--- src/rtl/p2s_pkg.sv ---
package p2s_pkg;
   typedef enum logic [1:0] {
      ST_IDLE  = 2'd0,
      ST_SCAN  = 2'd1,
      ST_DRAIN = 2'd2
   } scan_state_t;
endpackage

--- src/rtl/p2s_modstep.sv ---
// One exponent step: doubles a reduced residue, then one conditional subtraction.
module p2s_modstep #(
   parameter int W = 64
) (
   input  logic [W-1:0] cur,
   input  logic [W-1:0] modv,
   output logic [W-1:0] nxt
);
   logic [W:0] dbl;
   logic [W:0] sub;

   always_comb begin
      dbl = {cur, 1'b0};
      sub = dbl - {1'b0, modv};
      nxt = sub[W] ? dbl[W-1:0] : sub[W-1:0];
   end
endmodule

--- src/rtl/p2s_match.sv ---
// Parallel compare of the residue against all targets, lowest pending index first.
module p2s_match #(
   parameter int W  = 64,
   parameter int NT = 9,
   localparam int IW = (NT > 1) ? $clog2(NT) : 1
) (
   input  logic [W-1:0]    cur,
   input  logic [NT*W-1:0] tgts,
   input  logic [NT-1:0]   en,
   input  logic [NT-1:0]   served,
   output logic            any,
   output logic            last_one,
   output logic [IW-1:0]   sel
);
   logic [NT-1:0] eq;

   for (genvar g = 0; g < NT; g++) begin : g_cmp
      assign eq[g] = en[g] && !served[g] && (tgts[g*W +: W] == cur);
   end

   always_comb begin
      sel = '0;
      for (int i = NT - 1; i >= 0; i--) begin
         if (eq[i]) sel = IW'(i);
      end
      any      = |eq;
      last_one = ((eq & (eq - NT'(1))) == '0);
   end
endmodule

--- src/rtl/p2s_fifo.sv ---
// First-word fall-through hit buffer; DEPTH picks a single register or a ring.
module p2s_fifo #(
   parameter int DW    = 8,
   parameter int DEPTH = 4
) (
   input  logic          clk,
   input  logic          rst_n,
   input  logic          push,
   input  logic [DW-1:0] din,
   output logic          full,
   output logic          valid,
   input  logic          ready,
   output logic [DW-1:0] dout
);
   if (DEPTH == 1) begin : g_single
      logic          occ_q;
      logic [DW-1:0] dat_q;
      always_ff @(posedge clk or negedge rst_n) begin
         if (!rst_n) begin
            occ_q <= 1'b0;
            dat_q <= '0;
         end else if (push && !occ_q) begin
            occ_q <= 1'b1;
            dat_q <= din;
         end else if (ready && occ_q) begin
            occ_q <= 1'b0;
         end
      end
      assign full  = occ_q;
      assign valid = occ_q;
      assign dout  = dat_q;
   end else begin : g_ring
      localparam int AW = $clog2(DEPTH);
      localparam int CW = $clog2(DEPTH + 1);
      logic [DW-1:0] mem [DEPTH];
      logic [AW-1:0] wp_q, rp_q;
      logic [CW-1:0] cnt_q;
      logic          do_push, do_pop;

      assign full    = (cnt_q == CW'(DEPTH));
      assign valid   = (cnt_q != '0);
      assign do_push = push && !full;
      assign do_pop  = valid && ready;
      assign dout    = mem[rp_q];

      always_ff @(posedge clk) begin
         if (do_push) mem[wp_q] <= din;
      end

      always_ff @(posedge clk or negedge rst_n) begin
         if (!rst_n) begin
            wp_q  <= '0;
            rp_q  <= '0;
            cnt_q <= '0;
         end else begin
            if (do_push) wp_q <= (wp_q == AW'(DEPTH - 1)) ? '0 : wp_q + AW'(1);
            if (do_pop)  rp_q <= (rp_q == AW'(DEPTH - 1)) ? '0 : rp_q + AW'(1);
            if (do_push && !do_pop)      cnt_q <= cnt_q + CW'(1);
            else if (do_pop && !do_push) cnt_q <= cnt_q - CW'(1);
         end
      end
   end
endmodule

--- src/rtl/p2s_scan.sv ---
module p2s_scan
   import p2s_pkg::*;
#(
   parameter int W          = 64,
   parameter int NT         = 9,
   parameter int LIM_LOG2   = 26,
   parameter int FIFO_DEPTH = 4,
   localparam int IW = (NT > 1) ? $clog2(NT) : 1,
   localparam int NW = LIM_LOG2 + 1
) (
   input  logic          clk,
   input  logic          rst_n,
   input  logic          start,
   input  logic [W-1:0]  modulus,
   input  logic [NT*W-1:0] targets,
   input  logic [NT-1:0] tgt_en,
   output logic          hit_valid,
   input  logic          hit_ready,
   output logic [IW-1:0] hit_idx,
   output logic [NW-1:0] hit_exp,
   output logic          busy,
   output logic          done
);
   if (W < 3) begin : g_bad_w
      $error("p2s_scan: W must be at least 3");
   end
   if (NT < 1 || NT > 16) begin : g_bad_nt
      $error("p2s_scan: NT must be 1..16");
   end
   if (LIM_LOG2 < 1) begin : g_bad_lim
      $error("p2s_scan: LIM_LOG2 must be at least 1");
   end
   if (FIFO_DEPTH < 1) begin : g_bad_depth
      $error("p2s_scan: FIFO_DEPTH must be at least 1");
   end

   localparam int DW = IW + NW;

   scan_state_t     state_q;
   logic [W-1:0]    mod_q;
   logic [NT*W-1:0] tgt_q;
   logic [NT-1:0]   en_q;
   logic [W-1:0]    val_q;
   logic [W-1:0]    val_nxt;
   logic [NW-1:0]   exp_q;
   logic [NT-1:0]   served_q;
   logic            done_q;

   logic            m_any, m_last;
   logic [IW-1:0]   m_sel;
   logic            f_full, f_valid;
   logic [DW-1:0]   f_dout;
   logic            push, advance;

   p2s_modstep #(.W(W)) u_step (
      .cur  (val_q),
      .modv (mod_q),
      .nxt  (val_nxt)
   );

   p2s_match #(.W(W), .NT(NT)) u_match (
      .cur      (val_q),
      .tgts     (tgt_q),
      .en       (en_q),
      .served   (served_q),
      .any      (m_any),
      .last_one (m_last),
      .sel      (m_sel)
   );

   p2s_fifo #(.DW(DW), .DEPTH(FIFO_DEPTH)) u_fifo (
      .clk   (clk),
      .rst_n (rst_n),
      .push  (push),
      .din   ({m_sel, exp_q}),
      .full  (f_full),
      .valid (f_valid),
      .ready (hit_ready),
      .dout  (f_dout)
   );

   assign push    = (state_q == ST_SCAN) && m_any && !f_full;
   assign advance = (state_q == ST_SCAN) && (!m_any || (push && m_last));

   always_ff @(posedge clk or negedge rst_n) begin
      if (!rst_n) begin
         state_q  <= ST_IDLE;
         mod_q    <= '0;
         tgt_q    <= '0;
         en_q     <= '0;
         val_q    <= '0;
         exp_q    <= '0;
         served_q <= '0;
         done_q   <= 1'b0;
      end else begin
         done_q <= 1'b0;
         case (state_q)
            ST_IDLE: begin
               if (start) begin
                  mod_q    <= modulus;
                  tgt_q    <= targets;
                  en_q     <= tgt_en;
                  val_q    <= W'(2);
                  exp_q    <= NW'(1);
                  served_q <= '0;
                  state_q  <= ST_SCAN;
               end
            end
            ST_SCAN: begin
               if (push && !m_last) served_q[m_sel] <= 1'b1;
               if (advance) begin
                  served_q <= '0;
                  if (exp_q[LIM_LOG2]) begin
                     state_q <= ST_DRAIN;
                  end else begin
                     val_q <= val_nxt;
                     exp_q <= exp_q + NW'(1);
                  end
               end
            end
            ST_DRAIN: begin
               if (!f_valid) begin
                  done_q  <= 1'b1;
                  state_q <= ST_IDLE;
               end
            end
            default: state_q <= ST_IDLE;
         endcase
      end
   end

   assign hit_valid = f_valid;
   assign hit_idx   = f_dout[DW-1:NW];
   assign hit_exp   = f_dout[NW-1:0];
   assign busy      = (state_q != ST_IDLE);
   assign done      = done_q;
endmodule

--- config.mk ---
export PLATFORM = sky130hd
export DESIGN_NAME = p2s_scan
export DESIGN_NICKNAME = d
export VERILOG_FILES = /design/src/rtl/p2s_pkg.sv /design/src/rtl/p2s_modstep.sv /design/src/rtl/p2s_match.sv /design/src/rtl/p2s_fifo.sv /design/src/rtl/p2s_scan.sv
export SDC_FILE = /design/constraint.sdc
export NUM_CORES = 2
export LEC_CHECK = 0
export ABC_AREA = 0
export BUFFER_PORTS_ARGS = -buffer_cell sky130_fd_sc_hd__buf_2
export CELL_PAD_IN_SITES_DETAIL_PLACEMENT = 1
export CELL_PAD_IN_SITES_GLOBAL_PLACEMENT = 1
export CORE_MARGIN = 2
export CORE_UTILIZATION = 44
export CTS_CLUSTER_DIAMETER = 60
export CTS_CLUSTER_SIZE = 24
export DETAILED_ROUTE_END_ITERATION = 6
export PLACE_DENSITY = 0.83
export SYNTH_ARGS = -nofsm -noshare
export SYNTH_HDL_FRONTEND = slang
export SYNTH_SLANG_ARGS = --single-unit
--- constraint.sdc ---
create_clock -name clk -period 4.4 [get_ports clk]
set_input_delay 0.44 -clock clk [delete_from_list [all_inputs] [get_ports clk]]
set_output_delay 0.44 -clock clk [all_outputs]
set_load 0.05 [all_outputs]
==> results.json <==
{
  "viasPerCell": 6.27,
  "top_layer": "met5",
  "cts-root-buf": "clkbuf_16",
  "tritoncts": "done",
  "reg2reg_from": "val_q[42]",
  "fin_cells": 8167,
  "overflow": 0,
  "final_net_count": 7379,
  "cp_max_fo": 9,
  "coreArea_um2": 107000,
  "hold_end": "tgt_q[164]",
  "worstHoldStart": "targets[164]",
  "ys_seq_elements": 883,
  "fin_worst_skew_ns": 0.0659,
  "place_congestion": 1.03,
  "start_util": 0.444,
  "drc": 0,
  "drt-initial-drc-count": 6089,
  "cts_made_buffers": 83,
  "regToRegSetupSlack_ns": -0.09,
  "ir_drop_mv": 0.442,
  "critPathKind": "flip-flop to flip-flop",
  "m1WireLength_um": 99200,
  "violations": "negative setup slack",
  "hold_viol": 0,
  "grt_pass1_vias": 54661,
  "power_density_nw_per_um2": 730,
  "startpoint_type": "flip-flop",
  "drive_gt1_frac": 0.173,
  "synth_top_flop_cell": "dfrtp_1",
  "grt_max_degree": 198,
  "switching_share": 0.502,
  "cts.sinks": 883,
  "setup-violations-final": 11,
  "fin_crit_sh": 1.02,
  "internal_power_uw": 22700,
  "area_delta_synth_final_pct": 31.5,
  "async_flop_share": 0.860,
  "postSynthAreaPerCell_um2": 8.83,
  "h-tree-depth": 3,
  "worst_slack_ns": -0.0860,
  "met2_length_um": 121000,
  "synth.yosys.seq_area_share": 0.477,
  "worst_hold_slack_ns": 0.0107,
  "chipHeight_um": 333,
  "end_kind": "flip-flop",
  "routed_wl_um": 277000,
  "insertion_delay_ns": 0.73,
  "drt_first_pass_iters": 6,
  "worstHoldPathType": "primary input to flip-flop",
  "synth_cells": 5391,
  "synth_edf_count": 124,
  "dp_cells": 7424,
  "io_buffers": 686,
  "wl_met3_um": 30100,
  "ys_types": 81,
  "p_comb_frac": 0.527,
  "track_usage": 0.491,
  "required_ns": 4.97,
  "p_seq_frac": 0.293,
  "grt_pass1_wl_um": 391000,
  "vias": 51226,
  "finalPower_uw": 45700,
  "power_switching_uw": 22900,
  "p_clk_frac": 0.180,
  "routedWlPerCell_um": 33.9,
  "whs_path_depth": 3,
  "ioPinCount": 687,
  "syn_nets": 6116,
  "status": "finished with violations",
  "r2r_cells": 13,
  "clock.fmax_mhz": 223,
  "antenna_found_initial": 45,
  "dieArea_um2": 111000,
  "yosysWarnings": 0,
  "p_leak_uw": 0.0296,
  "slew_headroom": 0.228,
  "hpwl_um": 178000,
  "slew_viol_final": 0,
  "period_needed_ns": 4.49,
  "maxCapViolCount": 0,
  "clk_pin_slew_ns": 0.08,
  "netlist_area_um2": 47600,
  "worstMarginPinSlew_ns": 1.15,
  "clk_path_buf_depth": 3,
  "die_w_um": 333,
  "ant_nets": 0,
  "rows": 120,
  "r2r-end": "val_q[2]",
  "critPathArrivalTime_ns": 5.06
}
[worst max-delay path: stages (launching register included)]
cell and delay [ns]:
dfrtp_2 0.66, buf_4 0.43, inv_1 0.10, a21boi_0 0.19, nand3_1 0.11, nor4_1 0.48, nand4_1 0.22, nor4_2 0.68
or4_1 0.25, o31ai_1 0.11, a21oi_4 0.24, buf_4 0.25, nor2_1 0.26, a22o_1 0.34
[layout make-up]
| type | instances | area, µm² |
|---|---|---|
| Sequential cell | 883 | 22800 |
| Multi-Input combinational cell | 4094 | 23400 |
| Fill cell | 12277 | 44600 |
| Inverter | 134 | 503 |
| Clock buffer | 97 | 2220 |
| Antenna cell | 39 | 97.6 |
| Clock inverter | 59 | 746 |
| Tap cell | 1403 | 1760 |
| Timing Repair Buffer | 1458 | 11100 |
[power groups by stage]
stage	logic [µW]	registers (µW)	clock network, µW
3_3_place_gp	21700	13000	0
6_report	24100	13400	8230
2_1_floorplan	12900	11700	0
5_1_grt	25000	13300	8460
3_5_place_dp	21900	13100	0
4_1_cts	22500	13000	7960
[worst max-delay path by stage]
stage          cells after the start                 endpoint  slack, ns  startpoint
3_5_place_dp                      15   u_fifo.g_ring.cnt_q[2]      -0.08   val_q[63]
5_1_grt                           17   u_fifo.g_ring.cnt_q[2]      -0.06   val_q[28]
6_report                          13                 val_q[2]      -0.09   val_q[42]
3_3_place_gp                      12                 exp_q[1]      -0.11   val_q[63]
2_1_floorplan                     11  u_fifo.g_ring.mem[3][0]       0.38   val_q[57]
4_1_cts                           16   u_fifo.g_ring.cnt_q[2]       0.04   val_q[52]
[sequential cells by signal (all words and copies together) (netlist names), 3 cells and up]
signal               flops
en_q                     9
exp_q                   27
mod_q                   64
served_q                 9
tgt_q                  576
u_fifo.g_ring.cnt_q      3
u_fifo.g_ring.mem      124
val_q                   64
[through the flow]
stage / area [µm²] / util / setup WS (ns) / TNS [ns]
final: 62600 / 0.584 / -0.0860 / -0.677
after global routing: 62500 / 0.583 / -0.0584 / -0.156
after CTS: 62400 / 0.582 / 0.0387 / 0
after detailed placement: 53900 / 0.503 / -0.0766 / -0.632
after global placement: 53900 / 0.503 / -0.115 / -0.914
after floorplan: 47600 / - / 0.383 / 0
[Yosys cell counts (11+ instances only)]
| library cell | count | area share |
|---|---|---|
| xor2_1 | 214 | 0.039 |
| nand4_1 | 176 | 0.023 |
| nor4_1 | 120 | 0.016 |
| mux2i_1 | 47 | 0.0099 |
| o21ai_0 | 142 | 0.015 |
| and3_1 | 19 | 0.0025 |
| ha_1 | 70 | 0.018 |
| and2_1 | 15 | 0.0020 |
| mux4_2 | 31 | 0.015 |
| or4_1 | 20 | 0.0032 |
| a22o_1 | 14 | 0.0026 |
| or3_1 | 12 | 0.0016 |
| a21oi_1 | 114 | 0.012 |
| o311ai_0 | 15 | 0.0028 |
| buf_1 | 51 | 0.0040 |
| inv_1 | 134 | 0.011 |
| nand3_1 | 69 | 0.0073 |
| nor4b_1 | 17 | 0.0031 |
| nand4b_1 | 13 | 0.0024 |
| clkbuf_1 | 207 | 0.016 |
| o31ai_1 | 21 | 0.0033 |
| nor2b_1 | 102 | 0.013 |
| o2bb2ai_1 | 51 | 0.0094 |
| o21a_1 | 13 | 0.0021 |
| dfrtp_1 | 759 | 0.40 |
| buf_2 | 17 | 0.0018 |
| nor3_1 | 51 | 0.0054 |
| a31oi_1 | 13 | 0.0017 |
| nor2_1 | 111 | 0.0088 |
| a21o_1 | 43 | 0.0068 |
| o2111ai_1 | 20 | 0.0037 |
| edfxtp_1 | 124 | 0.078 |
| a2111oi_0 | 11 | 0.0020 |
| nand2b_1 | 221 | 0.029 |
| xnor2_1 | 263 | 0.048 |
| nand2_1 | 1920 | 0.15 |
[repair_timing]
| item | in CTS | in global routing |
|---|---|---|
| hold buffers | 547 | 0 |
| endpoints found under the hold margin | 619 | 0 |
| cloned | 0 | 0 |
| buffers inserted | 0 | 1 |
| pin swaps | 0 | 1 |
| gates resized for setup | 4 | 12 |
| setup endpoints to repair | 20 | 32 |
[placed cells by master (no fill, tap or decap), drive strengths merged, types with 43 or more instances in the layout]
cell            n
o21ai         143
dlygate4sd3   547
nand4         176
xnor2         263
nor2b         102
buf           911
o2bb2ai        61
a21o           43
edfxtp        124
nand3          69
nor2          111
clkbuf         97
ha             70
inv           170
mux2i          47
a21oi         115
xor2          214
nor4          121
nand2b        221
nand2        1920
dfrtp         759
nor3           52
[logic make-up (layout without fill, tap and decap cells)]
kind of cell / Yosys count / in the layout / share of synthesized area
muxes: 84 / 84 / 0.0260
buffers and inverters: 414 / 1748 / 0.0337
adders and majority gates: 73 / 73 / 0.0195
other: 0 / 39 / 0
xor gates and xnor gates: 477 / 477 / 0.0878
and+or+nand+nor: 2915 / 2915 / 0.278
DFF: 883 / 883 / 0.477
AOI/OAI and AO/OA: 545 / 545 / 0.0779
[per-layer routing]
layer  up-vias  track usage
met4        20        0.383
met5         -            0
met1     25322        0.576
met2      3802        0.755
li1      20648            -
met3      1434        0.146
(Power assumes the default switching activity.)
